`src/rtl/sih_pkg.sv`:
```
package sih_pkg;
    localparam int MAX_SRC = 24;
    localparam int ADDR_W  = 5;

    // register window bases; the byte index within a window is added on
    localparam logic [ADDR_W-1:0] A_CTRL = 5'h00;
    localparam logic [ADDR_W-1:0] A_ST0  = 5'h01;
    localparam logic [ADDR_W-1:0] A_MK0  = 5'h04;
    localparam logic [ADDR_W-1:0] A_ST1  = 5'h07;
    localparam logic [ADDR_W-1:0] A_MK1  = 5'h0A;
    localparam logic [ADDR_W-1:0] A_EDGE = 5'h10;

    localparam int N_LINES = 2;
endpackage

```
`src/rtl/sih_sync.sv`:
```
module sih_sync #(
    parameter int N = 18
) (
    input  logic         clk,
    input  logic         rst_n,
    input  logic [N-1:0] src_i,
    output logic [N-1:0] now_o,
    output logic [N-1:0] prev_o
);
    typedef struct packed {
        logic [N-1:0] meta;
        logic [N-1:0] sync;
        logic [N-1:0] prev;
    } sync_t;

    sync_t sy_d, sy_q;

    always_comb begin
        sy_d      = sy_q;
        sy_d.meta = src_i;
        sy_d.sync = sy_q.meta;
        sy_d.prev = sy_q.sync;
    end

    always_ff @(posedge clk or negedge rst_n) begin
        if (!rst_n) sy_q <= '0;
        else        sy_q <= sy_d;
    end

    assign now_o  = sy_q.sync;
    assign prev_o = sy_q.prev;
endmodule

```
`src/rtl/sih_edge_det.sv`:
```
module sih_edge_det #(
    parameter int N = 18
) (
    input  logic [N-1:0]   now_i,
    input  logic [N-1:0]   prev_i,
    input  logic [2*N-1:0] cfg_i,
    output logic [N-1:0]   ev_o
);
    for (genvar i = 0; i < N; i++) begin : g_src
        logic rise_en, fall_en;
        assign rise_en = cfg_i[2*i+1];
        assign fall_en = cfg_i[2*i];
        assign ev_o[i] = (rise_en &  now_i[i] & ~prev_i[i])
                       | (fall_en & ~now_i[i] &  prev_i[i]);
    end
endmodule

```
`src/rtl/sih_line.sv`:
```
module sih_line #(
    parameter int N      = 18,
    parameter int SBYTES = (N + 7) / 8
) (
    input  logic              clk,
    input  logic              rst_n,
    input  logic [N-1:0]      ev_i,
    input  logic [N-1:0]      clr_i,
    input  logic [SBYTES-1:0] mask_wr_i,
    input  logic [7:0]        wdata_i,
    output logic [N-1:0]      status_o,
    output logic [N-1:0]      mask_o,
    output logic              irq_o
);
    typedef struct packed {
        logic [N-1:0] status;
        logic [N-1:0] pend;
        logic [N-1:0] mask;
    } line_t;

    line_t ln_d, ln_q;

    always_comb begin
        ln_d = ln_q;
        for (int i = 0; i < N; i++) begin
            if (clr_i[i]) begin
                // a buffered event or a fresh edge refills the bit at once
                ln_d.status[i] = ev_i[i] | ln_q.pend[i];
                ln_d.pend[i]   = ev_i[i] & ln_q.pend[i];
            end else begin
                ln_d.status[i] = ln_q.status[i] | ev_i[i];
                ln_d.pend[i]   = ln_q.pend[i] | (ln_q.status[i] & ev_i[i]);
            end
            if (mask_wr_i[i >> 3]) ln_d.mask[i] = wdata_i[i[2:0]];
        end
    end

    always_ff @(posedge clk or negedge rst_n) begin
        if (!rst_n) begin
            ln_q.status <= '0;
            ln_q.pend   <= '0;
            ln_q.mask   <= '1;
        end else begin
            ln_q <= ln_d;
        end
    end

    assign status_o = ln_q.status;
    assign mask_o   = ln_q.mask;
    assign irq_o    = |(ln_q.status & ~ln_q.mask);


    pend_needs_status_chk: assert property (@(posedge clk) disable iff (!rst_n)
        (ln_q.pend & ~ln_q.status) == '0);


    rise_needs_event_chk: assert property (@(posedge clk) disable iff (!rst_n)
        1'b1 |=> ((ln_q.status & ~$past(ln_q.status) & ~$past(ev_i)) == '0));


    clear_empties_chk: assert property (@(posedge clk) disable iff (!rst_n)
        1'b1 |=> (($past(clr_i & ~ev_i & ~ln_q.pend) & ln_q.status) == '0));
endmodule

```
`src/rtl/sih_ctrl.sv`:
```
module sih_ctrl
    import sih_pkg::*;
#(
    parameter int N_SRC = 18
) (
    input  logic             clk,
    input  logic             rst_n,
    input  logic [N_SRC-1:0] src_i,
    input  logic [4:0]       host_addr,
    input  logic             host_wr,
    input  logic             host_rd,
    input  logic [7:0]       host_wdata,
    output logic [7:0]       host_rdata,
    output logic [1:0]       irq_o
);
    localparam int SBYTES = (N_SRC + 7) / 8;
    localparam int EBITS  = 2 * N_SRC;
    localparam int EBYTES = (EBITS + 7) / 8;
    localparam int SPAD   = SBYTES * 8;
    localparam int EPAD   = EBYTES * 8;

    typedef struct packed {
        logic             cor;
        logic [EBITS-1:0] edges;
    } ctl_t;

    ctl_t ct_d, ct_q;

    logic [N_SRC-1:0]  now_w, prev_w, ev_w;
    logic [N_SRC-1:0]  status_w [N_LINES];
    logic [N_SRC-1:0]  mask_w   [N_LINES];
    logic [N_SRC-1:0]  clr_w    [N_LINES];
    logic [SBYTES-1:0] mkwr_w   [N_LINES];
    logic [SPAD-1:0]   st_pad   [N_LINES];
    logic [SPAD-1:0]   mk_pad   [N_LINES];
    logic [EPAD-1:0]   ed_pad;

    sih_sync #(.N(N_SRC)) u_sync (
        .clk   (clk),
        .rst_n (rst_n),
        .src_i (src_i),
        .now_o (now_w),
        .prev_o(prev_w)
    );

    sih_edge_det #(.N(N_SRC)) u_edge (
        .now_i (now_w),
        .prev_i(prev_w),
        .cfg_i (ct_q.edges),
        .ev_o  (ev_w)
    );

    // configuration registers: acknowledge mode and the shared edge array
    always_comb begin
        ct_d = ct_q;
        if (host_wr && host_addr == A_CTRL) ct_d.cor = host_wdata[0];
        for (int j = 0; j < EBITS; j++) begin
            if (host_wr && host_addr == A_EDGE + ADDR_W'(j >> 3))
                ct_d.edges[j] = host_wdata[j[2:0]];
        end
    end

    always_ff @(posedge clk or negedge rst_n) begin
        if (!rst_n) ct_q <= '0;
        else        ct_q <= ct_d;
    end

    for (genvar l = 0; l < N_LINES; l++) begin : g_line
        localparam logic [ADDR_W-1:0] ST_BASE = (l == 0) ? A_ST0 : A_ST1;
        localparam logic [ADDR_W-1:0] MK_BASE = (l == 0) ? A_MK0 : A_MK1;

        always_comb begin
            for (int i = 0; i < N_SRC; i++) begin
                clr_w[l][i] = (host_addr == ST_BASE + ADDR_W'(i >> 3)) &
                    ((host_rd &  ct_q.cor & status_w[l][i]) |
                     (host_wr & ~ct_q.cor & host_wdata[i[2:0]]));
            end
            for (int b = 0; b < SBYTES; b++) begin
                mkwr_w[l][b] = host_wr && (host_addr == MK_BASE + ADDR_W'(b));
            end
        end

        sih_line #(.N(N_SRC), .SBYTES(SBYTES)) u_line (
            .clk      (clk),
            .rst_n    (rst_n),
            .ev_i     (ev_w),
            .clr_i    (clr_w[l]),
            .mask_wr_i(mkwr_w[l]),
            .wdata_i  (host_wdata),
            .status_o (status_w[l]),
            .mask_o   (mask_w[l]),
            .irq_o    (irq_o[l])
        );

        assign st_pad[l] = SPAD'(status_w[l]);
        assign mk_pad[l] = SPAD'(mask_w[l]);
    end

    assign ed_pad = EPAD'(ct_q.edges);

    always_comb begin
        host_rdata = '0;
        if (host_addr == A_CTRL) host_rdata[0] = ct_q.cor;
        for (int b = 0; b < SBYTES; b++) begin
            if (host_addr == A_ST0 + ADDR_W'(b)) host_rdata = st_pad[0][b*8 +: 8];
            if (host_addr == A_MK0 + ADDR_W'(b)) host_rdata = mk_pad[0][b*8 +: 8];
            if (host_addr == A_ST1 + ADDR_W'(b)) host_rdata = st_pad[1][b*8 +: 8];
            if (host_addr == A_MK1 + ADDR_W'(b)) host_rdata = mk_pad[1][b*8 +: 8];
        end
        for (int b = 0; b < EBYTES; b++) begin
            if (host_addr == A_EDGE + ADDR_W'(b)) host_rdata = ed_pad[b*8 +: 8];
        end
    end


    mode_write_chk: assert property (@(posedge clk) disable iff (!rst_n)
        (host_wr && host_addr == A_CTRL) |=> (ct_q.cor == $past(host_wdata[0])));
endmodule

```
`config.mk`:
```
export PLATFORM = sky130hd
export DESIGN_NAME = sih_ctrl
export DESIGN_NICKNAME = d
export VERILOG_FILES = /design/src/rtl/sih_pkg.sv /design/src/rtl/sih_sync.sv /design/src/rtl/sih_edge_det.sv /design/src/rtl/sih_line.sv /design/src/rtl/sih_ctrl.sv
export SDC_FILE = /design/constraint.sdc
export NUM_CORES = 1
export LEC_CHECK = 0
export ABC_AREA = 1
export CORE_ASPECT_RATIO = 2
export CORE_MARGIN = 3
export CORE_UTILIZATION = 50
export DETAILED_ROUTE_END_ITERATION = 8
export PLACE_DENSITY_LB_ADDON = 0.12
export SLEW_MARGIN = 0
export SYNTH_ARGS = -nofsm -noshare
export SYNTH_HDL_FRONTEND = slang
export SYNTH_SLANG_ARGS = --single-unit
```
`constraint.sdc`:
```
create_clock -name clk -period 2.5 [get_ports clk]
set_input_delay 0.5 -clock clk [delete_from_list [all_inputs] [get_ports clk]]
set_output_delay 0.5 -clock clk [all_outputs]
set_load 0.005 [all_outputs]
```
==> metrics.md <==
| Metric | Value |
|---|---|
| Final Net Count | between 1k and 1.5k |
| Total GRT Usage | 0.297 |
| Post-route ant nets | 0 |
| Largest family of logic cells by synthesized area | simple AND/OR/NAND/NOR gates |
| Worst rel slew slack | 0.588 |
| Reg power frac | 0.511 |
| Power per standard cell area | between 700 and 800 nW/um2 |
| #FFs+latches synth | 199 |
| Root Driver | clkbuf_16 |
| CP arrival | around 2.1 ns |
| Leakage | 5.30 nW |
| NetSw | 2.48 mW |
| Drt total wl | approximately 27000 um |
| Dpl cells | 1316 |
| Slew @ Worst Pin | ~0.6 ns |
| First-pass GRT wire length | approximately 43000 um |
| Critical Path Start Type | primary input |
| Worst Setup End Kind | output port |
| Hold Vio Cnt, Final | 0 |
| Fin. max-slew vios | 0 |
| Failing checks | negative setup slack |
| Post-Syn Area | a little under 9000 um2 |
| Clk sinks | about 200 |
| Share of cells above drive strength 1 | 0.241 |
| Syn-to-layout area delta | 27.4% |
| Max Cap Violations | 0 |
| Synth Area in XOR/XNOR | 0 |
| Combinational share of power | 0.161 |
| DR vias | about 8k |
| CTS tree | yes |
| Syn Nets | ~1.0k |
| Worst IR Drop VDD | about 0.53 mV |
| Die Span X | around 100 um |
| Synth unique cells | 38 |
| Fmax | around 380 MHz |
| Fraction of synthesized area in multiplexers | 0 |
| Post-layout min period | approximately 2.6 ns |
| Critical Path Fanout Max | 6 |
| CTS clk-pin slew, worst paths | 0.07 ns |
| Critical Path RT | approximately 2 ns |
| DRC | 0 |
| Hpwl dp | around 19000 um |
| FP Rows | slightly below 70 |
| Setup violators final | 8 |
| Port buffer count | between 40 and 50 |
| Vias in the first global route | 7870 |
| H-tree depth | 4 |
| Power consumption | 8.11 mW |
| GR Overflow Total | 0 |
| Switching Fraction | 0.306 |
| GPL Wtd Cong | just under 1 |
| Final setup margin | -0.122 ns |
| DRT iter0 DRCs | between 400 and 500 |
| Syn avg cell area | between 8 and 9 um2 |
| Worst-Skew Late Latency | 0.44 ns |
| Post-synthesis adder-cell area fraction | 0 |
| Period utilisation layout | 1.05 |
| WL per Instance | slightly below 20 um |
| Initial Utilization | 0.509 |
| Via/cell ratio | between 5 and 6 |
| Area of the core | roughly 17000 um2 |
| Outcome | finished, violations left |
| Cell Count, Final, Fillers Out | around 1.4k |
| RSZ-0062 raised after global routing | yes |
| Clock share of power | 0.329 |
| Drt first pass iters | 5 |
| Power Internal | ~5.6 mW |
| Antenna Cells | 0 |
| Crit path kind | primary input to output port |
| Die area | 19300 um2 |
| Max clock buf depth | 2 |
| Register area share after synthesis | 0.572 |
| Die Ht | 193 um |
| Setup Skew | 0.00994 ns |
| Largest net degree at the start of global routing | 60 |
| Initial antenna violation count | 0 |
| Clock buffer count from CTS | 17 |
| Post-Syn Instances | 1007 |
| Hold Path Class | primary input to asynchronous set/reset pin |
| Post-synthesis simple-gate area fraction | 0.192 |
| Complex-gate fraction of the synthesized area | 0.166 |
| Ports | 45 |
| Synth warnings | 0 |
synth_stat cells (all sizes together):
cell | number | area share
nand2 | 301 | 0.13
dfrtp | 163 | 0.46
o21ai | 156 | 0.092
inv | 134 | 0.057
nor2 | 42 | 0.023
dfstp | 36 | 0.11
o22ai | 30 | 0.021
nand3 | 23 | 0.014
nand4 | 15 | 0.011
o211ai | 15 | 0.013
a22oi | 14 | 0.012
a31oi | 14 | 0.010
nor3 | 13 | 0.0080
clkbuf | 11 | 0.0047
a21oi | 10 | 0.0057
buf | 10 | 0.0081
o2111ai | 8 | 0.0080
or2 | 5 | 0.0036
nor4 | 2 | 0.0031
a2111oi | 1 | 0.0010
a211oi | 1 | 0.00086
a221oi | 1 | 0.0010
nand3b | 1 | 0.0013
o21bai | 1 | 0.00086
worst max-delay path, stage by stage:
cell,delay [ns]
buf_8,0.11
inv_8,0.05
buf_8,0.11
buf_4,0.12
nand3b_4,0.10
nor2_4,0.20
inv_4,0.08
buf_6,0.13
o21ai_4,0.16
o2111ai_2,0.13
o21ai_2,0.09
nand4_1,0.10
nand2_1,0.09
inv_1,0.04
buf_2,0.11
metal layers:
layer	share of wire	track usage	vias up
li1	-	-	3653
met1	0.36	0.335	3686
met2	0.49	0.487	317
met3	0.048	0.0516	130
met4	0.093	0.229	0
met5	0	0	-
kinds of logic after synthesis:
logic type | after synthesis
compound gates | 251
buf+inv | 155
flops | 199
simple gates | 402
flip-flops by register name, indices dropped and copies added, names as in the netlist:
name and cells:
ct_q 37, g_line.u_line.ln_q 36, g_line.u_line.mask_o 36, g_line.u_line.status_o 36, u_sync.now_o 18, u_sync.prev_o 18, u_sync.sy_d 18
power by group through the flow:
stage	logic, mW	registers, mW	clock network (mW)
after floorplan	0.732	4.04	0
after global placement	1.15	4.17	0
after detailed placement	1.20	4.18	0
after CTS	1.27	4.14	2.71
after global routing	1.47	4.19	2.84
final	1.31	4.14	2.67
worst paths after layout:
check                                        startpoint                           end  slack, ns  cells past startpoint
max                                        host_addr[4]                 host_rdata[7]      -0.12                     15
min                                               rst_n  g_line[1].u_line.status_o[2]       0.02                      1
max in group asynchronous                         rst_n                       ct_q[1]       1.71                      2
min in group clk                        u_sync.sy_d[33]              u_sync.now_o[15]       0.35                      0
min reg2reg                             u_sync.sy_d[33]              u_sync.now_o[15]       0.35                      0
max reg2reg                g_line[0].u_line.status_o[0]  g_line[0].u_line.status_o[0]       0.39                     14
layout make-up:
cell class / count / area, um2
Timing Repair Buffer: 157 / 1370
Sequential cell: 199 / 5020
Inverter: 134 / 520
Fill cell: 1452 / 6080
Multi-Input combinational cell: 654 / 3430
Clock inverter: 14 / 136
Clock buffer: 18 / 439
Tap cell: 210 / 263
cell usage in the layout (no fill, tap or decap), drive strengths merged, types with 14 or more instances in the layout:
cell type and count:
a22oi 14, nand3 24, inv 140, o21ai 156
dfrtp 163, nand4 15, nand2 301, clkdlybuf4s50 28
nor2 42, clkbuf 19, buf 126, a31oi 14
dfstp 36, o211ai 15, o22ai 30
per-stage QoR:
stage               utilization  setup WS [ns]  hold slack (ns)  area (um2)  TNS, ns
floorplan                     -          0.418            0.204        8780        0
global placement          0.578         -0.897            0.333        9990    -7.19
detailed placement        0.578         -0.935            0.335        9990    -7.47
CTS                       0.643         -0.184           0.0421       11100   -0.769
global route              0.648         -0.212           0.0588       11200    -1.34
finish                    0.648         -0.122           0.0177       11200   -0.576
repair_timing:
action	4_1_cts	5_1_grt
hold buffers	0	0
gates resized for setup	135	20
buffers inserted	35	6
gates cloned	1	0
endpoints found under the setup margin	10	11
pin swaps	41	32
Note: power is estimated with default switching activity, not from simulation.
